<file path="src/rtl/useq_ctrl.sv">
module useq_ctrl #(
  parameter int AW = 8,
  parameter int LW = 8
) (
  input  logic          clk,
  input  logic          rst_n,
  input  logic          start,
  input  logic [3:0]    op,
  input  logic [AW-1:0] tgt,
  input  logic          z,
  input  logic          n,
  input  logic          c,
  input  logic          o,
  input  logic [1:0]    lc_op,
  input  logic [LW-1:0] lc_const,
  input  logic          lc_wr,
  input  logic [LW-1:0] bus_d,
  input  logic          inc_req,
  output logic [AW-1:0] upc,
  output logic [LW-1:0] lc,
  output logic          l_flag,
  output logic          halted,
  output logic          pc_inc,
  output logic          lc_err
);
  localparam logic [3:0] OP_JMP  = 4'd1;
  localparam logic [3:0] OP_CALL = 4'd2;
  localparam logic [3:0] OP_RET  = 4'd3;
  localparam logic [3:0] OP_HALT = 4'd4;
  localparam logic [3:0] OP_BNZ  = 4'd5;
  localparam logic [3:0] OP_BRZ  = 4'd6;
  localparam logic [3:0] OP_BRN  = 4'd7;
  localparam logic [3:0] OP_BRC  = 4'd8;
  localparam logic [3:0] OP_BRO  = 4'd9;
  localparam logic [3:0] OP_BLZ  = 4'd10;
  localparam logic [3:0] OP_BNC  = 4'd11;
  localparam logic [3:0] OP_BNO  = 4'd12;
  localparam logic [1:0] LC_LOAD = 2'd1;
  localparam logic [1:0] LC_DEC  = 2'd2;

  logic [AW-1:0] ret_q;
  logic [AW-1:0] upc_nx;
  logic          run;
  logic          take;

  assign run    = !halted;
  assign l_flag = (lc == '0);
  assign lc_err = run && lc_wr && (lc_op == LC_LOAD || lc_op == LC_DEC);

  always_comb begin
    case (op)
      OP_JMP, OP_CALL: take = 1'b1;
      OP_BNZ:          take = !z;
      OP_BRZ:          take = z;
      OP_BRN:          take = n;
      OP_BRC:          take = c;
      OP_BRO:          take = o;
      OP_BLZ:          take = l_flag;
      OP_BNC:          take = !c;
      OP_BNO:          take = !o;
      default:         take = 1'b0;
    endcase
  end

  assign upc_nx = (op == OP_RET)  ? ret_q :
                  (op == OP_HALT) ? '0    :
                  take            ? tgt   : upc + 1'b1;

  always_ff @(posedge clk) begin
    if (!rst_n) begin
      upc    <= '0;
      ret_q  <= '0;
      lc     <= '0;
      halted <= 1'b0;
      pc_inc <= 1'b0;
    end else begin
      pc_inc <= run && inc_req;
      if (run) begin
        upc <= upc_nx;
        if (op == OP_CALL) ret_q <= upc;
        if (op == OP_HALT) halted <= 1'b1;
        if (lc_wr)                lc <= bus_d;
        else if (lc_op == LC_LOAD) lc <= lc_const;
        else if (lc_op == LC_DEC)  lc <= lc - 1'b1;
      end else if (start) begin
        halted <= 1'b0;
      end
    end
  end
endmodule

</file>
<file path="config.mk">
export PLATFORM = sky130hd
export DESIGN_NAME = useq_ctrl
export DESIGN_NICKNAME = d
export VERILOG_FILES = /design/src/rtl/useq_ctrl.sv
export SDC_FILE = /design/constraint.sdc
export NUM_CORES = 1
export LEC_CHECK = 0
export BUFFER_PORTS_ARGS = -buffer_cell sky130_fd_sc_hd__buf_2
export CORE_ASPECT_RATIO = 1.4
export CORE_UTILIZATION = 50
export DETAILED_ROUTE_END_ITERATION = 10
export GPL_ROUTABILITY_DRIVEN = 1
export PLACE_DENSITY = 0.77
export SLEW_MARGIN = 20
export SYNTH_ARGS = -nofsm -noshare
export SYNTH_HDL_FRONTEND = slang
export SYNTH_SLANG_ARGS = --single-unit
</file>
<file path="constraint.sdc">
create_clock -name clk -period 2.3 [get_ports clk]
set_clock_uncertainty 0.1 [all_clocks]
set_input_delay 0.23 -clock clk [delete_from_list [all_inputs] [get_ports clk]]
set_output_delay 0.23 -clock clk [all_outputs]
set_load 0.02 [all_outputs]
</file>
==> impl_metrics.py, run 1 <==
metrics = {
    "final_layout": {
        "fin_util_pct": 65.3,
        "fin_nets": 301,
        "diodes": 0,
        "area_delta_synth_final_pct": 21.1,
        "drive_gt1_share_pct": 32.3,
    },
    "clock_network": {
        "clockRootBuffer": "clkbuf_8",
        "insertion_delay_ps": 270,
        "cts_setup_buffers": 0,
        "cts_hold_buf": 0,
        "cts_sinks": 26,
        "htreeDepth": 1,
        "numCtsBuffers": 3,
        "clkTransAtPathRegs_ps": 90,
        "cts_tree": "yes",
        "clockBufferDepth": 2,
    },
    "timing": {
        "setup_ws_ps": 81.2,
        "post-route-period-util_pct": 96.5,
        "final_max_slew_viol_count": 0,
        "rsz0062_at_grt": "false",
        "fin_setup_tns_ps": 0,
        "tightest_slew_ps": 653,
        "fin_crit_ps": 2220,
        "fmax_mhz": 451,
        "setup_viol": 0,
        "maxSlewHeadroom_pct": 56.2,
        "final_hold_viol_count": 0,
    },
    "critical_path": {
        "start_kind": "flip-flop",
        "critical_path_arrival_ps": 2260,
        "rrSetupSlack_ps": 80,
        "r2r-end": "upc[0]$_SDFFE_PN0N_",
        "reg2reg_depth": 7,
        "cp_max_fo": 5,
        "critPathCaptureType": "flip-flop",
        "cp_data_required_time_ps": 2350,
        "r2r-start": "lc[1]$_SDFFE_PN0P_",
        "critPathKind": "flip-flop to flip-flop",
    },
    "floorplan": {
        "die_area_um2": 3710,
        "core_region_area_um2": 3210,
        "die_height_um": 71.7,
        "fp-row-count": 24,
        "die_w_um": 51.8,
        "pin_count": 59,
        "start_util_pct": 53.9,
    },
    "detailed_routing": {
        "num_vias": 1700,
        "dr.pass1.iters": 4,
        "drt_iter0_drc": 35,
        "ant_nets": 0,
        "drc": 0,
        "via_per_inst": 5.74,
        "wl_per_cell_um": 14.3,
        "wirelength_um": 4230,
    },
    "outcome": {
        "status": "completed",
    },
    "placed_design": {
        "dp_hpwl_um": 3050,
        "portBuffers": 58,
        "gp_congestion": 0.770,
        "preCtsSetupSlack_ps": 63.7,
    },
    "min_path": {
        "holdPathStages": 2,
        "min_path_type": "input port to flip-flop",
        "hp-start": "inc_req",
        "hold_end": "pc_inc$_SDFF_PN0_",
    },
    "power_and_ir_drop": {
        "power.density_nw_per_um2": 565,
        "leakagePower_nw": 0.935,
        "vdd_drop_max_v": 0.000427,
    },
    "synth": {
        "netlist.area_leader.share_pct": 30.0,
        "yosys.cell_types.count": 45,
        "yosysTopAreaCell": "dfxtp_1",
        "syn-instance-count": 201,
        "synth_top_flop_cell": "dfxtp_1",
        "netlist_top_cells_area": "dfxtp_1 30%, mux2i_1 10%, o21ai_0 5.8%, nor2_1 3.9%, a22oi_1 3.5%",
        "mappedNetlistArea_um2": 1730,
        "synth_nets": 244,
        "yosys_warnings": 0,
        "ys_seq_area_share_pct": 30.0,
        "synth_enable_flop_cells": 0,
        "async_flop_share_pct": 0,
        "avgSynthCellArea_um2": 8.62,
        "synth_seq_cells": 26,
    },
    "grt": {
        "antenna_found_initial": 0,
        "grt_pass1_vias": 1512,
        "grt_max_degree": 21,
        "grt_overflow": 0,
        "grt_pass1_wl_um": 6780,
        "grt_usage_pct": 23.5,
    },
    "run": {
        "cap_violations": 0,
    },
}
==> kinds of logic (layout without fill, tap and decap cells) <==
group | count (synthesis) | after routing | synth area share [%]
compound gates | 63 | 64 | 24.6
buf+inv | 25 | 80 | 8.52
fa+ha+maj | 4 | 4 | 2.89
simple gates | 57 | 57 | 19.4
flops | 26 | 26 | 30.0
mux | 19 | 19 | 11.0
xor+xnor | 7 | 7 | 3.54
==> critical path, stage by stage (launching register included) <==
cell	delay, ps
dfxtp_2	350
inv_1	60
ha_2	180
or4b_4	490
and4bb_2	390
o221ai_4	190
o221ai_1	260
o22ai_2	90
==> sequential cells by signal, summed over array words and instances (netlist names) <==
register	count
lc	8
ret_q	8
upc	8
halted	1
pc_inc	1
==> per-stage QoR <==
stage          area [µm²]  total power, W  hold slack [ps]  std cells
4_1_cts              2080         0.00119             91.8        295
2_1_floorplan        1730        0.000777              268        201
5_1_grt              2100         0.00125             90.9        296
6_report             2100         0.00118             95.9        296
3_5_place_dp         2020        0.000893              379        291
3_3_place_gp         2020        0.000885              375        291
==> where the power goes <==
| part | internal [W] | switching (W) | total (W) |
|---|---|---|---|
| Combinational | 0.000159 | 0.000199 | 0.000358 |
| Clock | 0.000153 | 0.000141 | 0.000295 |
| Sequential | 0.000484 | 0.0000483 | 0.000532 |
==> worst max-delay path by stage <==
| stage | start | end | cells after the start |
|---|---|---|---|
| finish | lc[1]$_SDFFE_PN0P_ | upc[0]$_SDFFE_PN0N_ | 7 |
| global route | lc[1]$_SDFFE_PN0P_ | upc[1]$_SDFFE_PN0N_ | 7 |
| CTS | lc[1]$_SDFFE_PN0P_ | upc[0]$_SDFFE_PN0N_ | 7 |
| detailed placement | lc[1]$_SDFFE_PN0P_ | upc[0]$_SDFFE_PN0N_ | 7 |
| global placement | lc[1]$_SDFFE_PN0P_ | upc[0]$_SDFFE_PN0N_ | 7 |
| floorplan | lc[0]$_SDFFE_PN0P_ | upc[0]$_SDFFE_PN0N_ | 7 |
==> cell usage after synthesis, types with 2 or more instances <==
| cell type | count |
|---|---|
| o211ai_1 | 2 |
| nor2_1 | 18 |
| o311a_2 | 2 |
| nor3_1 | 4 |
| xor2_1 | 3 |
| dfxtp_1 | 26 |
| o31ai_1 | 2 |
| o2bb2ai_1 | 4 |
| nor4_1 | 2 |
| nand3_1 | 4 |
| mux2i_1 | 18 |
| nand2_1 | 11 |
| clkbuf_1 | 8 |
| a31oi_1 | 4 |
| ha_1 | 4 |
| a211oi_1 | 2 |
| nor4_4 | 2 |
| a22oi_1 | 8 |
| a21oi_1 | 10 |
| clkbuf_8 | 4 |
| o22ai_1 | 4 |
| and3_1 | 2 |
| xnor2_1 | 4 |
| inv_1 | 12 |
| nor3b_1 | 2 |
| o21ai_0 | 20 |
==> per-layer routing <==
| metal | GRT usage (%) | part of all wire [%] |
|---|---|---|
| met1 | 29.6 | 44 |
| met2 | 41.1 | 50 |
| met3 | 2.76 | 5.1 |
| met4 | 7.21 | 0.90 |
| met5 | 0 | 0 |
==> cell type report <==
type                       count  area (µm²)
sequential                    26         522
multi-input combinational    151        1080
clock buffer                   4        55.1
inverter                      13        62.6
fill                         311        1110
timing repair buffer          63         328
tap                           39        48.8
==> cell usage in the layout, fill, tap and decap left out, types with 4 or more instances in the layout <==
master     synthesis  routed
o2bb2ai_1          4       4
nor2_1            18      18
a22oi_1            8       8
nand3_1            4       4
xnor2_1            4       4
a21oi_1           10      10
a31oi_1            4       4
o21ai_0           20      20
clkbuf_8           4       4
dfxtp_1           26      25
buf_2              0      58
inv_1             12      12
nor3_1             4       4
nand2_1           11      11
mux2i_1           18      18
o22ai_1            4       4
buf_4              0       5
==> repair_timing <==
action                                  in CTS  in global routing
gates resized for setup                      0                  3
hold endpoints to repair                     0                  0
endpoints found under the setup margin       0                  8
Power figures use the tool's default switching activity.
==> run 2, diff against run 1 <==
--- a/config.mk
+++ b/config.mk
@@ -9,6 +9,6 @@
 export CORE_ASPECT_RATIO = 1.4
-export CORE_UTILIZATION = 50
+export CORE_UTILIZATION = 45
 export DETAILED_ROUTE_END_ITERATION = 10
 export GPL_ROUTABILITY_DRIVEN = 1
-export PLACE_DENSITY = 0.77
+export PLACE_DENSITY = 0.7
 export SLEW_MARGIN = 20
--- a/constraint.sdc
+++ b/constraint.sdc
@@ -4,2 +4,2 @@
 set_output_delay 0.23 -clock clk [all_outputs]
-set_load 0.02 [all_outputs]
+set_load 0.1 [all_outputs]
==> run 2 against run 1 <==
Compared with the run above:
- register-to-register slack gained 50 ps
- total power is 18% higher
- count of clock-buffer cells in the layout unchanged
- critical endpoint is now upc[4]$_SDFFE_PN0N_
- final area rose by 0.89%
- setup slack gained 52 ps
- maximum frequency up 2.4%
- utilization fell by 7.7 points
- global-route usage is 3.6 points lower
- via count is 2.7% lower
- sequential share of layout area rose by 0.075 points
- hold slack gained 21 ps
==> impl_metrics.py, run 2 (synthesized netlist as in run 1, its figures left out) <==
metrics = {
    "outcome": {
        "status": "completed",
    },
    "floorplan": {
        "die_w_um": 54.4,
        "die_area_um2": 4110,
        "fp-row-count": 26,
        "core_region_area_um2": 3680,
        "pin_count": 59,
        "die_height_um": 75.4,
        "start_util_pct": 47.1,
    },
    "clock_network": {
        "cts_tree": "yes",
        "clkTransAtPathRegs_ps": 90,
        "numCtsBuffers": 3,
        "cts_setup_buffers": 0,
        "clockRootBuffer": "clkbuf_8",
        "insertion_delay_ps": 270,
        "htreeDepth": 1,
        "cts_sinks": 26,
        "clockBufferDepth": 2,
    },
    "critical_path": {
        "critPathCaptureType": "flip-flop",
        "critical_path_arrival_ps": 2200,
        "critPathKind": "flip-flop to flip-flop",
        "cp_data_required_time_ps": 2340,
        "cp_max_fo": 6,
        "start_kind": "flip-flop",
    },
    "final_layout": {
        "top_regs": "lc x8, ret_q x8, upc x8",
        "fin_nets": 299,
        "fill_cells": 358,
        "diodes": 0,
        "final_cell_mix": "57 x buf_2, 20 x o21ai_0, 20 x dfxtp_1",
        "drive_gt1_share_pct": 33.7,
        "final_common_cell": "buf_2",
        "fin_util_pct": 57.6,
        "area_delta_synth_final_pct": 22.2,
    },
    "timing": {
        "tightest_slew_ps": 636,
        "fin_setup_tns_ps": 0,
        "fmax_mhz": 461,
        "setup_viol": 0,
        "final_hold_viol_count": 0,
        "setup_ws_ps": 133,
        "final_max_slew_viol_count": 0,
        "rsz0062_at_grt": "false",
        "fin_crit_ps": 2170,
        "maxSlewHeadroom_pct": 57.6,
        "post-route-period-util_pct": 94.2,
    },
    "detailed_routing": {
        "drt_iter0_drc": 53,
        "dr.pass1.iters": 4,
        "ant_nets": 0,
        "drc": 0,
        "wirelength_um": 3970,
        "num_vias": 1654,
        "wl_per_cell_um": 13.4,
        "via_per_inst": 5.57,
    },
    "min_path": {
        "min_path_type": "input port to flip-flop",
    },
    "run": {
        "cap_violations": 0,
    },
    "placed_design": {
        "portBuffers": 58,
        "gp_congestion": 0.741,
        "preCtsSetupSlack_ps": 117,
        "dp_hpwl_um": 2890,
    },
    "grt": {
        "grt_pass1_vias": 1433,
        "grt_overflow": 0,
        "antenna_found_initial": 0,
        "grt_pass1_wl_um": 6130,
        "grt_max_degree": 21,
        "grt_usage_pct": 19.9,
    },
    "power_and_ir_drop": {
        "power.density_nw_per_um2": 659,
        "leakagePower_nw": 0.934,
        "vdd_drop_max_v": 0.000535,
        "power_w": 0.00140,
    },
}
run 2: final timing paths:
| check | startpoint | to | slack [ps] | cells past startpoint |
|---|---|---|---|---|
| worst max-delay path | lc[0]$_SDFFE_PN0P_ | upc[4]$_SDFFE_PN0N_ | 130 | 7 |
| worst min-delay path | start | halted$_SDFF_PN0_ | 120 | 3 |
| worst max register to register | lc[0]$_SDFFE_PN0P_ | upc[4]$_SDFFE_PN0N_ | 130 | 7 |
| worst min register to register | ret_q[5]$_SDFFE_PN0P_ | ret_q[5]$_SDFFE_PN0P_ | 400 | 2 |
run 2: per-layer routing:
layer	vias to the layer above	global-route usage (%)	part of all wire [%]
met5	-	0	0
met4	0	5.13	0.53
met3	2	2.00	4.2
met2	38	37.7	50
met1	763	23.0	45
li1	851	-	-
run 2: layout make-up:
class	count	area, µm²	share of cell area, %
clock buffer	4	55.1	2.60
timing repair buffer	61	328	15.5
tap	42	52.6	2.48
inverter	13	62.6	2.96
sequential	26	528	24.9
multi-input combinational	151	1090	51.5
run 2: where the power goes:
| group | total, W | switching [W] | internal, W | leakage (nW) |
|---|---|---|---|---|
| Sequential | 0.000539 | 0.0000532 | 0.000486 | 0.215 |
| Clock | 0.000292 | 0.000139 | 0.000153 | 0.0288 |
| Combinational | 0.000565 | 0.000400 | 0.000164 | 0.689 |
| Total | 0.00140 | 0.000592 | 0.000803 | 0.934 |
run 2: stage by stage:
stage	cell area, µm²	hold slack (ps)	std cells
2_1_floorplan	1750	261	201
3_3_place_gp	2050	372	292
3_5_place_dp	2050	386	292
4_1_cts	2100	116	296
5_1_grt	2120	113	297
6_report	2120	117	297
run 2: timing repair:
| item | in CTS | in global routing |
|---|---|---|
| hold buffers | 0 | 0 |
| setup endpoints to repair | 0 | 1 |
| gates resized for setup | 0 | 1 |
run 2: worst max-delay path, cell delays in order (launching register included):
cell	delay, ps
dfxtp_2	340
inv_1	50
ha_1	190
or4b_4	500
and4bb_2	370
o221ai_2	200
mux2i_1	170
o2bb2ai_1	130
